$ cat config.mk
export PLATFORM = sky130hd
export DESIGN_NAME = stat_report
export DESIGN_NICKNAME = d
export VERILOG_FILES = /design/src/rtl/stat_report.sv
export SDC_FILE = /design/constraint.sdc
export NUM_CORES = 1
export LEC_CHECK = 0
export BUFFER_PORTS_ARGS = -buffer_cell sky130_fd_sc_hd__buf_2
export CORE_ASPECT_RATIO = 2
export CORE_UTILIZATION = 57
export DETAILED_ROUTE_END_ITERATION = 12
export GPL_ROUTABILITY_DRIVEN = 0
export PLACE_DENSITY = 0.8
export SETUP_SLACK_MARGIN = 0.3
export SLEW_MARGIN = 25
export SYNTH_ARGS = -nofsm -noshare
export SYNTH_HDL_FRONTEND = slang
export SYNTH_SLANG_ARGS = --single-unit
$ cat constraint.sdc
create_clock -name clk -period 3.3 [get_ports clk]
set_input_delay 0.825 -clock clk [delete_from_list [all_inputs] [get_ports clk]]
set_output_delay 0.825 -clock clk [all_outputs]
set_load 0.1 [all_outputs]
$ cat src/rtl/stat_report.sv
module stat_report #(
  parameter int W = 8,
  parameter int AW = 3
) (
  input  logic          clk,
  input  logic          rst_n,
  input  logic [W-1:0]  evt_set,
  input  logic          mav,
  input  logic          wr_en,
  input  logic [AW-1:0] wr_addr,
  input  logic [W-1:0]  wr_data,
  input  logic          rd_en,
  input  logic [AW-1:0] rd_addr,
  output logic [W-1:0]  rd_data,
  output logic          esb,
  output logic          mss,
  output logic          srq
);
  localparam logic [AW-1:0] A_EVT  = 3'd0;
  localparam logic [AW-1:0] A_EMSK = 3'd1;
  localparam logic [AW-1:0] A_STB  = 3'd2;
  localparam logic [AW-1:0] A_SMSK = 3'd3;
  localparam logic [AW-1:0] A_ERR  = 3'd4;
  localparam logic [AW-1:0] A_POLL = 3'd5;
  localparam logic [W-1:0]  PON    = 8'h80;
  localparam logic [W-1:0]  EXE    = 8'h10;
  localparam logic [W-1:0]  NO_RQ  = 8'hBF;

  logic [W-1:0] evt_q, emsk_q, smsk_q, err_q, stb;
  logic mss_q;

  wire evt_rd  = rd_en && rd_addr == A_EVT;
  wire err_rd  = rd_en && rd_addr == A_ERR;
  wire poll_rd = rd_en && rd_addr == A_POLL;
  wire err_wr  = wr_en && wr_addr == A_ERR;
  wire err_nz  = err_wr && wr_data != '0;

  assign esb = |(evt_q & emsk_q);
  assign stb = {1'b0, 1'b0, esb, mav, 4'b0000};
  assign mss = |(stb & smsk_q & NO_RQ);

  always_ff @(posedge clk or negedge rst_n)
    if (!rst_n) begin
      evt_q  <= PON;
      emsk_q <= '0;
      smsk_q <= '0;
      err_q  <= '0;
      mss_q  <= 1'b0;
      srq    <= 1'b0;
    end else begin
      evt_q <= (evt_rd ? '0 : evt_q) | (evt_set & ~PON) | (err_nz ? EXE : '0);
      if (wr_en && wr_addr == A_EMSK) emsk_q <= wr_data;
      if (wr_en && wr_addr == A_SMSK) smsk_q <= wr_data;
      if (err_wr)      err_q <= wr_data;
      else if (err_rd) err_q <= '0;
      mss_q <= mss;
      if (mss && !mss_q) srq <= 1'b1;
      else if (poll_rd)  srq <= 1'b0;
    end

  always_comb begin
    rd_data = '0;
    if (rd_en)
      case (rd_addr)
        A_EVT:   rd_data = evt_q;
        A_EMSK:  rd_data = emsk_q;
        A_STB:   rd_data = stb | {1'b0, mss, 6'b0};
        A_SMSK:  rd_data = smsk_q;
        A_ERR:   rd_data = err_q;
        A_POLL:  rd_data = stb | {1'b0, srq, 6'b0};
        default: rd_data = '0;
      endcase
  end

  p_evt_clear_r2: assert property (@(posedge clk) disable iff (!rst_n)
    (evt_rd && evt_set == '0 && !err_wr) |=> evt_q == '0);
  p_evt_keep_r2: assert property (@(posedge clk) disable iff (!rst_n)
    (evt_rd && evt_set[0]) |=> evt_q[0]);
  p_sticky_r3: assert property (@(posedge clk) disable iff (!rst_n)
    !evt_rd |=> (evt_q & $past(evt_q)) == $past(evt_q));
  p_err_evt_r4: assert property (@(posedge clk) disable iff (!rst_n)
    err_nz |=> evt_q[4]);
  p_err_clear_r4: assert property (@(posedge clk) disable iff (!rst_n)
    (err_rd && !err_wr) |=> err_q == '0);
  p_emsk_rb_r6: assert property (@(posedge clk) disable iff (!rst_n)
    (wr_en && wr_addr == A_EMSK) |=> emsk_q == $past(wr_data));
  p_srq_rise_r9: assert property (@(posedge clk) disable iff (!rst_n)
    (mss && !mss_q) |=> srq);
  p_srq_poll_r9: assert property (@(posedge clk) disable iff (!rst_n)
    (poll_rd && !(mss && !mss_q)) |=> !srq);
endmodule

# Word-level counts from Yosys, hierarchy flattened
# Cells that the tools add are included.
[op_classes]
div = 0
n_eq_ne = 8
shift = 0
magnitude_cmp = 0
n_bitwise = 6
multipliers = 0
reduce_logical = 15
mux = 8
addsub = 0
[op_table]
columns = ["operator", "count"]
rows = [
  ["one-hot mux 8 bit (6 select lines)", 1],
  ["two-way mux 8 bit", 4],
  ["OR 6 x 7 -> 7 bit", 2],
  ["equality test 3 x 2 -> 1 bit (second input constant)", 3],
  ["equality test 3 bit (second input constant)", 3],
  ["bitwise AND 6 x 8 -> 8 bit", 1],
  ["bitwise AND 8 bit", 1],
  ["logical AND 1 bit", 8],
  ["OR 8 x 5 -> 8 bit", 1],
  ["OR 8 x 7 -> 8 bit", 1],
  ["nonzero test 8 bit", 1],
  ["OR reduction 8 bit", 1],
  ["OR reduction 7 bit", 1],
  ["equality test 3 x 1 -> 1 bit (second input constant)", 2],
  ["two-way mux 5 bit", 1],
  ["nonzero test 2 bit", 2],
  ["zero test 3 bit", 1],
  ["two-way mux 1 bit", 2],
  ["zero test 1 bit", 1],
]
[totals]
romBits = 0
latchBits = 0
wordCells = 43
ram_bits = 0
input_bits = 27
regBits = 34
output_inout_bits = 11
mem_count = 0

# Logic depth before layout (Yosys ltp)
[logic_depth]
depth_word = 7
mapped_depth = 6
depth_no_buf = 4

# Worst setup path before layout
# OpenSTA, ideal clock, no wires.
[synth_path]
kind = "register -> output"
from = "reg evt_q[7]"
to = "out rd_data[6]"
setup_slack_ns = -1.334
arrival_ns = 3.809
stages_incl_launch_ff = 5
t_required_ns = 2.475
path_buffers = 0
cell_sequence = "dfstp_2 > a22oi_1 > nand4_1 > a22oi_1 > o21ai_0"
[synth_between]
elab_chain_cells = 7
[synth_lines]
columns = ["element", "line", "rtl"]
rows = [
  ["from (decl)", "29", "logic [W-1:0] evt_q, emsk_q, smsk_q, err_q, stb;"],
  ["from (signal assigned)", "51", "evt_q <= (evt_rd ? '0 : evt_q) | (evt_set & ~PON) | (err_nz ? EXE : '0);"],
  ["bitwise AND 8 bit", "38", "assign esb = |(evt_q & emsk_q);"],
  ["OR reduction 8 bit", "38", ""],
  ["named net esb", "15", "output logic esb,"],
  ["bitwise AND 6 x 8 -> 8 bit", "40", "assign mss = |(stb & smsk_q & NO_RQ);"],
  ["OR reduction 7 bit", "40", ""],
  ["OR 6 x 7 -> 7 bit", "67", "A_STB: rd_data = stb | {1'b0, mss, 6'b0};"],
  ["one-hot mux 8 bit (6 select lines)", "64", "case (rd_addr)"],
  ["two-way mux 8 bit", "63", "if (rd_en)"],
  ["to (decl)", "14", "output logic [W-1:0] rd_data,"],
]
# The timed path passes the listed nets, and every way through them passes these cells.

# Worst setup path after layout
[layout_path]
from = "in rd_addr[2]"
to = "out rd_data[5]"
[layout_between]
elab_chain_cells = 3
word_cells_on_any_way = 8
classes_between = "eq/ne: 5; mux: 2; reduce/logical: 1"
[layout_lines]
columns = ["element", "line", "rtl"]
rows = [
  ["from (decl)", "13", "input logic [AW-1:0] rd_addr,"],
  ["equality test 3 bit (tied with other cells)", "64", ""],
  ["one-hot mux 8 bit (6 select lines) (*)", "64", ""],
  ["two-way mux 8 bit (*)", "63", ""],
]
# Every way passes the cells marked *; elsewhere a longest branch is shown, timed or not.

==> qor_table.md <==
| Stage | Metric | Value |
| --- | --- | --- |
| outcome | Run status | finished clean |
| logic synthesis | Synth warn | 0 |
| sta | Clock period minus worst slack | 2960 ps |
| worst setup path | Critical path, cell by cell | buf_2 -> nor2b_1 -> a31oi_1 -> a221oi_1 -> a211o_2 -> buf_12 |
| logic synthesis | Leading area contributor after synthesis | dfrtp_1 |
| power | Net load switching power | 406 uW |
| route | Total wire length after detailed routing | 4200 um |
| logic synthesis | Post-synth ARST share | 100% |
| final layout | Number of fillers in the final layout | 196 |
| global routing | Remaining Overflow, GRT | 0 |
| worst setup path | Slowest stage cell, crit path | nor2b_1 |
| worst hold path | Worst Hold Depth | 1 |
| cts | Clock tree from TritonCTS | done |
| cts | Post-CTS setup buffers | 0 |
| final layout | Number of diodes | 0 |
| worst setup path | Endpoint arrival time on the critical path | 2140 ps |
| floorplanning | Die Span Y | 79.5 um |
| cts | Maximum level of the CTS H-tree | 2 |
| logic synthesis | Xor and xnor fraction of the mapped netlist area | 0% |
| logic synthesis | Register bit count reported by yosys | 34 |
| final layout | Final core area utilization | 76.2% |
| worst setup path | Element type at the critical path end | output port |
| floorplanning | Starting density of the core | 61.0% |
| floorplanning | Full die area | 3240 um2 |
| logic synthesis | EDFF count, synth | 0 |
| sta | Clock tree skew after final layout | 5.55 ps |
| cts | Clk Tree Root Cell | clkbuf_8 |
| power | Part of the total power dissipated in combinational logic | 29.5% |
| power | Maximum vdd ir drop | 0.484 mV |
| worst setup path | CP required | 2470 ps |
| global routing | Wire length of the first global-routing pass | 6350 um |
| sta | Slew at the pin with the worst max-slew slack | 812 ps |
| sta | Count of endpoints failing hold in the final timing report | 0 |
| power | Share of power burned in registers | 45.3% |
| logic synthesis | Synth unique cells | 32 |
| sta | Number of failing setup endpoints in the final timing report | 0 |
| logic synthesis | Largest family of logic cells by synthesized area | compound AO/OA/AOI/OAI gates |
| power | Clock network fraction of total power | 25.2% |
| placement | Worst setup slack before clock tree synthesis | 284 ps |
| route | Detailed-route via count | 1373 |
| logic synthesis | Netlist area before placement | 1710 um2 |
| global routing | Total routing usage reported by global routing | 30.1% |
| cts | CTS Hold Buffers Added | 0 |
| cts | Maximum count of clock buffers along a single path | 2 |
| power | Fraction of power spent switching nets | 34.7% |
| route | Antenna viol nets, final | 0 |
| logic synthesis | Top post-synthesis cells by area | dfrtp_1, mux2_2, a22o_1, mux2i_1, a21o_1 |
| final layout | # nets final | 212 |
| sta | Maximum frequency from static timing analysis | 338 MHz |
| logic synthesis | Post-synthesis mux area share | 17.3% |
| logic synthesis | Share of synthesized cell area in full adder, half adder and majority cells | 0% |
| route | DRT iter0 DRCs | 47 |
| final layout | Share of final-layout standard cells stronger than drive strength 1 | 43.5% |
| route | Number of remaining DRC errors | 0 |
| logic synthesis | Synthesized-area fraction occupied by and/or/nand/nor cells | 11.9% |
| cts | Clock insertion delay at the later pin of the skew report | 290 ps |
| floorplanning | Die X-Extent | 40.7 um |
| floorplanning | FP Rows | 27 |
| worst setup path | Maximum net fanout on the critical path | 15 |
| route | Pre-antenna DRT Iters | 4 |
| worst hold path | Classification of the worst-slack hold path | reg -> reg |
| floorplanning | Core box area | 2800 um2 |
| sta | Final number of max-transition violations | 0 |
| power | Standby leakage power | 0.971 nW |
| cts | Sink Count | 34 |
| logic synthesis | Net count after synthesis | 172 |
| sta | Minimum hold slack | 453 ps |
| cts | CTS clock-pin slew for the worst setup and hold paths | 60 ps |
| logic synthesis | Post-synth top area share | 48.3% |
| global routing | Initial antenna violation count | 0 |
| sta | Final worst setup slack | 339 ps |
| worst setup path | Cell depth of the worst flop-to-flop path | 4 |
| floorplanning | Number of top-level pins | 38 |
| worst setup path | Path type of the worst setup path | in -> out |
| final layout | Cell Count, Final, Fillers Out | 215 |
| global routing | Largest net degree at the start of global routing | 35 |
| sta | Final cycle utilization of the critical path | 89.7% |
| cts | Number of clock buffers inserted by TritonCTS | 5 |
| final layout | Area added between synthesis and finish | 24.9% |
| placement | Cell Count Post-Placement | 207 |
| global routing | Via count of the first global-routing pass | 1328 |
| power | Power density over the cells | 548 nW/um2 |
| sta | Unrepaired setup endpoints after global routing | yes |
| flow run | Max Cap Violations | 0 |
| placement | Number of port buffers | 36 |
| logic synthesis | Post-Synthesis Cells | 145 |
| logic synthesis | Top FF cell, synth | dfrtp_1 |
| worst setup path | Slowest stage delay, CP | 330 ps |
| sta | Relative slew slack | 45.6% |
| power | P_int | 766 uW |
| logic synthesis | Compound-gate portion of the synthesized area | 17.4% |
| placement | HPWL Detailed | 3000 um |
| logic synthesis | Per-instance average area after synthesis | 11.8 um2 |
| logic synthesis | Portion of the post-synthesis area used by sequential elements | 49.8% |
| worst setup path | Crit path launch type | primary input |
| route | Wire length per cell | 19.5 um |
| route | Via density per instance | 6.39 |
-- placed cells by master, fill, tap and decap left out, drive strengths merged --
master | Yosys | layout
mux2i | 7 | 7
buf | 4 | 39
nand2b | 1 | 1
clkbuf | 2 | 6
o22ai | 1 | 1
and4b | 1 | 1
or3 | 1 | 1
nor4 | 2 | 2
a211o | 2 | 2
a22oi | 6 | 6
and2 | 6 | 6
inv | 5 | 5
a221o | 1 | 1
a21o | 6 | 6
dfstp | 1 | 1
a31oi | 2 | 2
and3 | 2 | 2
a2bb2oi | 5 | 5
nor2b | 3 | 3
dfrtp | 33 | 33
mux2 | 18 | 18
nor3 | 2 | 2
nand2 | 7 | 7
nand4 | 1 | 1
mux4 | 1 | 1
nor2 | 4 | 4
clkinv | 0 | 2
nand3 | 5 | 5
a221oi | 1 | 1
o21ai | 6 | 6
a22o | 9 | 9
-- flip-flops by register name, indices dropped and copies added (netlist names) --
signal and flops:
srq 1, smsk_q 8, err_q 8, evt_q 8, mss_q 1, emsk_q 8
-- power by group through the flow --
stage          Sequential [mW]  Combinational [mW]  Clock [mW]
2_1_floorplan            0.542               0.225           0
3_5_place_dp             0.536               0.340           0
3_3_place_gp             0.529               0.333           0
4_1_cts                  0.529               0.343       0.300
6_report                 0.531               0.346       0.296
5_1_grt                  0.540               0.366       0.318
-- per-stage QoR --
stage / total power [mW] / TNS, ps / cell area [um2]
floorplan: 0.767 / -178 / 1730
global placement: 0.862 / 0 / 2040
detailed placement: 0.875 / 0 / 2040
CTS: 1.17 / 0 / 2120
global route: 1.22 / 0 / 2140
finish: 1.17 / 0 / 2140
-- per-layer routing --
layer	vias up	share of wire [%]	GRT usage, %
li1	622	-	-
met3	11	4.5	6.13
met1	684	35	33.6
met4	0	2.9	13.7
met2	56	58	50.8
met5	-	0	0
-- path summary, 6_finish.rpt --
check,start,end,slack (ps)
setup / recovery,rd_addr[2],rd_data[5],340
hold / removal,mss_q,srq,450
setup reg to reg,emsk_q[4],srq,1910
hold reg to reg,mss_q,srq,450
max in group asynchronous,rst_n,emsk_q[6],2230
min in group asynchronous,rst_n,mss_q,590
-- worst max-delay path, delay by kind of cell --
family	cells	cell delay [ps]
AOI/OAI and AO/OA	3	580
and+or+nand+nor	1	330
buffers and inverters	2	400
-- synthesized netlist by cell type, drive strengths merged, types with 5 or more instances --
| master | number |
|---|---|
| a21o | 6 |
| a22o | 9 |
| a22oi | 6 |
| a2bb2oi | 5 |
| and2 | 6 |
| dfrtp | 33 |
| inv | 5 |
| mux2 | 18 |
| mux2i | 7 |
| nand2 | 7 |
| nand3 | 5 |
| o21ai | 6 |
-- cells by family after synthesis --
| family | Yosys count |
|---|---|
| simple gates | 35 |
| mux | 26 |
| compound gates | 39 |
| flops | 34 |
| buf+inv | 11 |
-- cell type report --
cell class / count / area [um2] / share of cell area, %
Multi-Input combinational cell: 100 / 833 / 39.0
Tap cell: 29 / 36.3 / 1.70
Timing Repair Buffer: 39 / 314 / 14.7
Clock buffer: 6 / 72.6 / 3.40
Inverter: 5 / 18.8 / 0.878
Clock inverter: 2 / 10.0 / 0.468
Sequential cell: 34 / 852 / 39.9
-- timing repair --
item | 4_1_cts | 5_1_grt
setup endpoints to repair | 3 | 4
resized for setup | 1 | 4
pin swaps | 0 | 0
Note: power is estimated with default switching activity, not from simulation.
